--- config.mk ---
export PLATFORM = sky130hd
export DESIGN_NAME = crt_timing_ctrl
export DESIGN_NICKNAME = d
export VERILOG_FILES = /design/src/rtl/crtc_pkg.sv /design/src/rtl/crtc_regs.sv /design/src/rtl/crtc_htimer.sv /design/src/rtl/crtc_vtimer.sv /design/src/rtl/crt_timing_ctrl.sv
export SDC_FILE = /design/constraint.sdc
export NUM_CORES = 1
export LEC_CHECK = 0
export CORE_UTILIZATION = 50
export DETAILED_ROUTE_END_ITERATION = 6
export GPL_TIMING_DRIVEN = 1
export PLACE_DENSITY = 0.78
export SYNTH_ARGS = -nofsm -noshare
export SYNTH_HDL_FRONTEND = slang
export SYNTH_SLANG_ARGS = --single-unit
--- constraint.sdc ---
create_clock -name clk -period 2.8 [get_ports clk]
set_input_delay 0.28 -clock clk [delete_from_list [all_inputs] [get_ports clk]]
set_output_delay 0.28 -clock clk [all_outputs]
set_load 0.1 [all_outputs]
--- src/rtl/crtc_pkg.sv ---
package crtc_pkg;
  localparam int MA_W  = 14;
  localparam int RA_W  = 5;
  localparam int REG_W = 8;

  typedef struct packed {
    logic [REG_W-1:0] h_total;
    logic [REG_W-1:0] h_disp;
    logic [REG_W-1:0] hs_pos;
    logic [REG_W-1:0] hs_wid;
    logic [REG_W-1:0] v_total;
    logic [RA_W-1:0]  v_adj;
    logic [REG_W-1:0] v_disp;
    logic [REG_W-1:0] vs_pos;
    logic [RA_W-1:0]  max_ra;
    logic [RA_W-1:0]  cur_first;
    logic [RA_W-1:0]  cur_last;
    logic [MA_W-1:0]  start_addr;
    logic [MA_W-1:0]  cur_addr;
  } crtc_cfg_t;
endpackage

--- src/rtl/crtc_regs.sv ---
module crtc_regs
  import crtc_pkg::*;
#(
  parameter int AW = 4,
  parameter int DW = REG_W
) (
  input  logic            clk,
  input  logic            rst,
  input  logic            cs,
  input  logic            we,
  input  logic [AW-1:0]   addr,
  input  logic [DW-1:0]   wdata,
  output logic [DW-1:0]   rdata,
  input  logic            lpen_stb,
  input  logic [MA_W-1:0] ma_now,
  input  logic            de_now,
  input  logic            vs_now,
  output crtc_cfg_t       cfg
);
  localparam int NREG  = 16;
  localparam int IDX_W = 5;
  localparam logic [AW-1:0] OFS_STATUS  = AW'(10);
  localparam logic [AW-1:0] OFS_PEN_CLR = AW'(11);
  localparam logic [AW-1:0] OFS_PEN_SET = AW'(12);
  localparam logic [DW-1:0] HI_MASK     = DW'((1 << (MA_W - DW)) - 1);

  logic [DW-1:0]    regs [NREG];
  logic [IDX_W-1:0] idx;
  logic [MA_W-1:0]  lp_addr;
  logic             lp_flag;
  logic             lp_d;
  logic [DW-1:0]    rd_val;
  logic [DW-1:0]    status;

  wire pair_hit = (addr[AW-1:3] == '0);
  wire acc_rd   = cs & ~we;
  wire acc_wr   = cs & we;
  wire hi_byte  = (idx[3:0] == 4'hC) || (idx[3:0] == 4'hE);

  always_ff @(posedge clk) begin
    if (rst) begin
      idx <= '0;
      for (int i = 0; i < NREG; i++) regs[i] <= '0;
    end else if (acc_wr && pair_hit) begin
      if (!addr[0]) idx <= wdata[IDX_W-1:0];
      else if (idx < IDX_W'(NREG))
        regs[idx[3:0]] <= hi_byte ? (wdata & HI_MASK) : wdata;
    end
  end

  always_ff @(posedge clk) begin
    if (rst) begin
      lp_d    <= 1'b0;
      lp_flag <= 1'b0;
      lp_addr <= '0;
    end else begin
      lp_d <= lpen_stb;
      if (lpen_stb && !lp_d) begin
        lp_addr <= ma_now;
        lp_flag <= 1'b1;
      end else if (acc_rd && addr == OFS_PEN_CLR) begin
        lp_flag <= 1'b0;
      end else if (cs && addr == OFS_PEN_SET) begin
        lp_flag <= 1'b1;
      end
    end
  end

  assign status = {{(DW-4){1'b0}}, vs_now, 1'b0, lp_flag, ~de_now};

  always_comb begin
    rd_val = '1;
    if (pair_hit) begin
      if (!addr[0]) rd_val = DW'(idx);
      else begin
        case (idx)
          IDX_W'(12): rd_val = regs[12];
          IDX_W'(13): rd_val = regs[13];
          IDX_W'(14): rd_val = regs[14];
          IDX_W'(15): rd_val = regs[15];
          IDX_W'(16): rd_val = DW'(lp_addr[MA_W-1:DW]);
          IDX_W'(17): rd_val = lp_addr[DW-1:0];
          default:    rd_val = '1;
        endcase
      end
    end else if (addr == OFS_STATUS) begin
      rd_val = status;
    end
  end

  always_ff @(posedge clk) begin
    if (rst)         rdata <= '0;
    else if (acc_rd) rdata <= rd_val;
  end

  assign cfg.h_total    = regs[0];
  assign cfg.h_disp     = regs[1];
  assign cfg.hs_pos     = regs[2];
  assign cfg.hs_wid     = regs[3];
  assign cfg.v_total    = regs[4];
  assign cfg.v_adj      = regs[5][RA_W-1:0];
  assign cfg.v_disp     = regs[6];
  assign cfg.vs_pos     = regs[7];
  assign cfg.max_ra     = regs[9][RA_W-1:0];
  assign cfg.cur_first  = regs[10][RA_W-1:0];
  assign cfg.cur_last   = regs[11][RA_W-1:0];
  assign cfg.start_addr = {regs[12][MA_W-DW-1:0], regs[13]};
  assign cfg.cur_addr   = {regs[14][MA_W-DW-1:0], regs[15]};

  logic unused_bits;
  assign unused_bits = ^{regs[8], regs[5][DW-1:RA_W], regs[9][DW-1:RA_W],
                         regs[10][DW-1:RA_W], regs[11][DW-1:RA_W],
                         regs[12][DW-1:MA_W-DW], regs[14][DW-1:MA_W-DW]};
endmodule

--- src/rtl/crtc_htimer.sv ---
module crtc_htimer #(
  parameter int CW = 8
) (
  input  logic          clk,
  input  logic          rst,
  input  logic [CW-1:0] h_total,
  input  logic [CW-1:0] h_disp,
  input  logic [CW-1:0] hs_pos,
  input  logic [CW-1:0] hs_wid,
  output logic [CW-1:0] hcnt,
  output logic          line_end,
  output logic          h_de,
  output logic          h_sync
);
  logic [CW:0] hs_end;

  assign line_end = (hcnt == h_total);
  assign hs_end   = {1'b0, hs_pos} + {1'b0, hs_wid};
  assign h_de     = (hcnt < h_disp);
  assign h_sync   = (hcnt >= hs_pos) && ({1'b0, hcnt} < hs_end);

  always_ff @(posedge clk) begin
    if (rst)           hcnt <= '0;
    else if (line_end) hcnt <= '0;
    else               hcnt <= hcnt + CW'(1);
  end
endmodule

--- src/rtl/crtc_vtimer.sv ---
module crtc_vtimer #(
  parameter int CW       = 8,
  parameter int RA_W     = 5,
  parameter int MA_W     = 14,
  parameter int VS_LINES = 16
) (
  input  logic            clk,
  input  logic            rst,
  input  logic            line_end,
  input  logic [CW-1:0]   v_total,
  input  logic [RA_W-1:0] v_adj,
  input  logic [CW-1:0]   v_disp,
  input  logic [CW-1:0]   vs_pos,
  input  logic [RA_W-1:0] max_ra,
  input  logic [CW-1:0]   h_disp,
  input  logic [MA_W-1:0] start_addr,
  output logic [RA_W-1:0] ra,
  output logic            v_de,
  output logic            v_sync,
  output logic [MA_W-1:0] row_base
);
  localparam int VSC_W = $clog2(VS_LINES + 1);

  logic [CW-1:0]    row, n_row;
  logic [RA_W-1:0]  n_ra;
  logic             in_adj, n_adj;
  logic             wrap, row_adv;
  logic             vs_on;
  logic [VSC_W-1:0] vs_cnt;
  logic             vs_start;

  always_comb begin
    n_row   = row;
    n_ra    = ra;
    n_adj   = in_adj;
    wrap    = 1'b0;
    row_adv = 1'b0;
    if (!in_adj) begin
      if (ra == max_ra) begin
        n_ra = '0;
        if (row == v_total) begin
          if (v_adj == '0) begin
            n_row = '0;
            wrap  = 1'b1;
          end else begin
            n_adj = 1'b1;
          end
        end else begin
          n_row   = row + CW'(1);
          row_adv = 1'b1;
        end
      end else begin
        n_ra = ra + RA_W'(1);
      end
    end else begin
      if (ra == v_adj - RA_W'(1)) begin
        n_adj = 1'b0;
        n_row = '0;
        n_ra  = '0;
        wrap  = 1'b1;
      end else begin
        n_ra = ra + RA_W'(1);
      end
    end
  end

  assign vs_start = line_end && !n_adj && (n_row == vs_pos) && (n_ra == '0);

  always_ff @(posedge clk) begin
    if (rst) begin
      row      <= '0;
      ra       <= '0;
      in_adj   <= 1'b0;
      row_base <= '0;
    end else if (line_end) begin
      row    <= n_row;
      ra     <= n_ra;
      in_adj <= n_adj;
      if (wrap)         row_base <= start_addr;
      else if (row_adv) row_base <= row_base + MA_W'(h_disp);
    end
  end

  always_ff @(posedge clk) begin
    if (rst) begin
      vs_on  <= 1'b0;
      vs_cnt <= '0;
    end else if (line_end) begin
      if (vs_start) begin
        vs_on  <= 1'b1;
        vs_cnt <= '0;
      end else if (vs_on) begin
        if (vs_cnt == VSC_W'(VS_LINES - 1)) vs_on <= 1'b0;
        vs_cnt <= vs_cnt + VSC_W'(1);
      end
    end
  end

  assign v_de   = !in_adj && (row < v_disp);
  assign v_sync = vs_on;
endmodule

--- src/rtl/crt_timing_ctrl.sv ---
module crt_timing_ctrl
  import crtc_pkg::*;
#(
  parameter int AW       = 4,
  parameter int VS_LINES = 16
) (
  input  logic            clk,
  input  logic            rst,
  input  logic            host_cs,
  input  logic            host_we,
  input  logic [AW-1:0]   host_addr,
  input  logic [REG_W-1:0] host_wdata,
  output logic [REG_W-1:0] host_rdata,
  input  logic            lpen_stb,
  output logic            crt_hsync,
  output logic            crt_vsync,
  output logic            crt_de,
  output logic [MA_W-1:0] crt_ma,
  output logic [RA_W-1:0] crt_ra,
  output logic            crt_cursor
);
  crtc_cfg_t        cfg;
  logic [REG_W-1:0] hcnt;
  logic             line_end, h_de, h_sync;
  logic [RA_W-1:0]  ra;
  logic             v_de, v_sync;
  logic [MA_W-1:0]  row_base, ma_n;
  logic             de_n, cur_n;

  crtc_regs #(.AW(AW), .DW(REG_W)) u_regs (
    .clk(clk), .rst(rst), .cs(host_cs), .we(host_we), .addr(host_addr),
    .wdata(host_wdata), .rdata(host_rdata), .lpen_stb(lpen_stb),
    .ma_now(crt_ma), .de_now(crt_de), .vs_now(crt_vsync), .cfg(cfg)
  );

  crtc_htimer #(.CW(REG_W)) u_h (
    .clk(clk), .rst(rst), .h_total(cfg.h_total), .h_disp(cfg.h_disp),
    .hs_pos(cfg.hs_pos), .hs_wid(cfg.hs_wid), .hcnt(hcnt),
    .line_end(line_end), .h_de(h_de), .h_sync(h_sync)
  );

  crtc_vtimer #(.CW(REG_W), .RA_W(RA_W), .MA_W(MA_W), .VS_LINES(VS_LINES)) u_v (
    .clk(clk), .rst(rst), .line_end(line_end), .v_total(cfg.v_total),
    .v_adj(cfg.v_adj), .v_disp(cfg.v_disp), .vs_pos(cfg.vs_pos),
    .max_ra(cfg.max_ra), .h_disp(cfg.h_disp), .start_addr(cfg.start_addr),
    .ra(ra), .v_de(v_de), .v_sync(v_sync), .row_base(row_base)
  );

  assign ma_n  = row_base + MA_W'(hcnt);
  assign de_n  = h_de & v_de;
  assign cur_n = de_n && (ma_n == cfg.cur_addr) &&
                 (ra >= cfg.cur_first) && (ra <= cfg.cur_last);

  always_ff @(posedge clk) begin
    if (rst) begin
      crt_hsync  <= 1'b0;
      crt_vsync  <= 1'b0;
      crt_de     <= 1'b0;
      crt_ma     <= '0;
      crt_ra     <= '0;
      crt_cursor <= 1'b0;
    end else begin
      crt_hsync  <= h_sync;
      crt_vsync  <= v_sync;
      crt_de     <= de_n;
      crt_ma     <= ma_n;
      crt_ra     <= ra;
      crt_cursor <= cur_n;
    end
  end
endmodule

==> run metrics, run 1 <==
outcome completed; DR DRC count 0; initial antenna violation count 0; final worst slack 0.0201 ns; Post-Syn Instances 1,200; chip width 153 µm; # nets final 1,397; Synth top area share 28.4%; Worst R2R Path Depth 12; H-tree Lvls 1; Final Wtd Congestion 0.961; DR vias/cell 5.81; first-pass GRT wire length 48.4 mm; Slew @ Worst Pin 0.953 ns; clock skew 0.0242 ns; mapped cell area 11,400 µm²; final core occ 61.1%; clock slew at reported path FFs 0.06 ns; Pwr Total 0.00680 W; CP Launch Type flip-flop; worst reg2reg path endpoint u_v.vs_cnt[2]; slowest CP cell edfxtp_1; clk buf depth 3; final setup violating endpoints 0; CTS tree yes; vias 9,324; Worst Hold Launch rst; ys async rst share 0%; worst path cell trace inv_1 > ha_2 > nor2b_4 > a31oi_4 > nor4_4 > buf_4 > a21oi_4 > a221oi_4 > xnor2_2 > nor4_2 > a31o_2 > nor2_1; area of the core region 22,100 µm²; Multi-input gate area 5960 µm²; buffers added on ports 47; Worst setup EP type flip-flop; LEAKAGE 5.41 nW; Initial Util 51.7%; die height 153 µm; DP Worst Slack -0.0395 ns; Slew HR 36.3%; max-cap viol count 0; final hold vios 0; ANT cells 0; TritonCTS Sinks 202; Root Buffer clkbuf_16; Yosys reg bits 202; routed len/inst 19.3 µm; Fmax 360 MHz; area grow syn2layout 18.1%; CP bufs+invs 2; pwr dens 504 nW/µm²; Die Area 23,500 µm²; ANT nets after route 0; crit path launch u_regs.regs[5][0]; hold path depth 2; drt first pass iters 7; count leader, synth nor2_1; Worst Hold End u_regs.regs[12][3]; dpl hpwl 22.3 mm; register area 5130 µm²; r2r startpoint u_regs.regs[5][0]; sequential share of the synthesized area 44.9%; cell taking the most area after synthesis edfxtp_1; reg2reg setup slack 0.02 ns; critical path start-end classification flip-flop to flip-flop; Post-synth EDFFs 108; Final min period 2.78 ns; Netlist cell types 83; RSZ-0062 raised after global routing true; YS warnings 0; Largest stage delay, worst path 0.41 ns; top cells by area, synth edfxtp_1 (28%), dfxtp_1 (16%), ha_1 (7.6%), nor2_1 (4.1%), xnor2_1 (4.1%); vias in the first global route 8,893; largest net degree at the start of global routing 95; layout filler cell count 1,826; Avg Cell Area, Syn 9.52 µm²; worst path required time 3.18 ns; IO Pins 48; ys flop type edfxtp_1; Arrival @ worst endpoint 3.16 ns; final period utilization 99.3%; total global routing overflow 0; # rows 54; Num CTS Buffers 22; critical path's top delay family compound AO/OA/AOI/OAI gates; layout cells sized above 1 16.8%; Peak VDD IR 0.442 mV; type of the most critical hold path input port to flip-flop; Detailed Route Iter0 Violations 903; worst-path maximum fanout 5; Routed WL 31.0 mm; commonest cells in the synthesized netlist nor2_1 (125), edfxtp_1 (108), nand2_1 (96); GRT Total Usage 26.5%; clock latency on the worst-skew pair 0.51 ns; Max Slew Vio Count 0
registers in the layout, summed over array words and instances (netlist names), 8 cells and up:
signal and cells:
crt_ma 14, u_h.hcnt 8, u_regs.lp_addr 14, u_regs.rdata 8, u_regs.regs 108, u_v.row 8, u_v.row_base 14
timing repair:
action | 4_1_cts | 5_1_grt
hold buffers | 0 | 0
resized for setup | 4 | 30
endpoints found under the setup margin | 6 | 18
pin swaps | 1 | 11
buffers inserted | 0 | 3
endpoints found under the hold margin | 0 | 0
worst max-delay path by stage:
stage / to / slack, ns / cells after the start
floorplan: crt_cursor / 0.13 / 9
global placement: crt_cursor / -0.06 / 9
detailed placement: crt_cursor / -0.04 / 9
CTS: u_v.row_base[12] / 0.02 / 13
global route: crt_cursor / -0.08 / 11
finish: u_v.vs_cnt[2] / 0.02 / 12
layer usage:
metal | share of wire (%) | wire [µm] | global-route usage (%) | up-vias
li1 | - | - | - | 4456
met5 | 0 | 0 | 0 | -
met1 | 42 | 12900 | 36.2 | 4409
met3 | 8.9 | 2760 | 4.48 | 64
met2 | 46 | 14200 | 42.5 | 395
met4 | 3.4 | 1050 | 8.85 | 0
cell usage in the layout, fill, tap and decap left out, types with 27 or more instances in the layout:
cell | synthesis | routed
edfxtp_1 | 108 | 108
inv_1 | 55 | 55
xnor2_1 | 53 | 50
a21oi_1 | 65 | 63
nand3_1 | 34 | 33
o21ai_0 | 43 | 41
ha_1 | 69 | 68
nand2_1 | 96 | 95
and2_1 | 74 | 74
buf_4 | 1 | 123
nor2_1 | 125 | 125
dfxtp_1 | 94 | 91
and3_1 | 27 | 27
area by class of cell:
| cell class | count | area share, % |
|---|---|---|
| Clock inverter | 9 | 0.492 |
| Tap cell | 280 | 2.60 |
| Sequential cell | 202 | 38.0 |
| Inverter | 56 | 1.56 |
| Timing Repair Buffer | 140 | 8.26 |
| Clock buffer | 31 | 4.88 |
| Multi-Input combinational cell | 886 | 44.2 |
through the flow:
| step | TNS [ns] | std cells | cell area (µm²) | hold WS [ns] |
|---|---|---|---|---|
| floorplan | 0 | 1203 | 11400 | 0.408 |
| global placement | -0.0614 | 1561 | 12600 | 0.439 |
| detailed placement | -0.132 | 1561 | 12600 | 0.453 |
| CTS | 0 | 1601 | 13300 | 0.320 |
| global route | -0.407 | 1604 | 13500 | 0.336 |
| finish | 0 | 1604 | 13500 | 0.338 |
worst register-to-register path, stage by stage (launching register included):
cell and delay (ns):
edfxtp_1 0.41, inv_1 0.08, ha_2 0.19, nor2b_4 0.21
a31oi_4 0.12, nor4_4 0.21, buf_4 0.18, a21oi_4 0.09
a221oi_4 0.39, xnor2_2 0.12, nor4_2 0.34, a31o_2 0.28
nor2_1 0.06
where the power goes:
group | internal, W | switching [W]
logic | 0.000243 | 0.000430
clock network | 0.00166 | 0.00121
registers | 0.00320 | 0.0000618
cell families after synthesis:
group	after synthesis	synth area share, %
mux	18	1.79
xor+xnor	77	5.97
fa+ha+maj	72	8.09
flops	202	44.9
other cells	1	0.0328
compound gates	240	13.9
buf+inv	115	4.24
simple gates	475	21.1
(Power assumes the default switching activity.)
==> inputs of run 2 (changes only) <==
--- a/config.mk
+++ b/config.mk
@@ -5,6 +5,7 @@
 export SDC_FILE = /design/constraint.sdc
 export NUM_CORES = 1
 export LEC_CHECK = 0
+export CAP_MARGIN = 20
 export CORE_UTILIZATION = 50
 export DETAILED_ROUTE_END_ITERATION = 6
 export GPL_TIMING_DRIVEN = 1
==> results of run 2 <==
Final layout, timing and power as in run 1 (identical DEF).
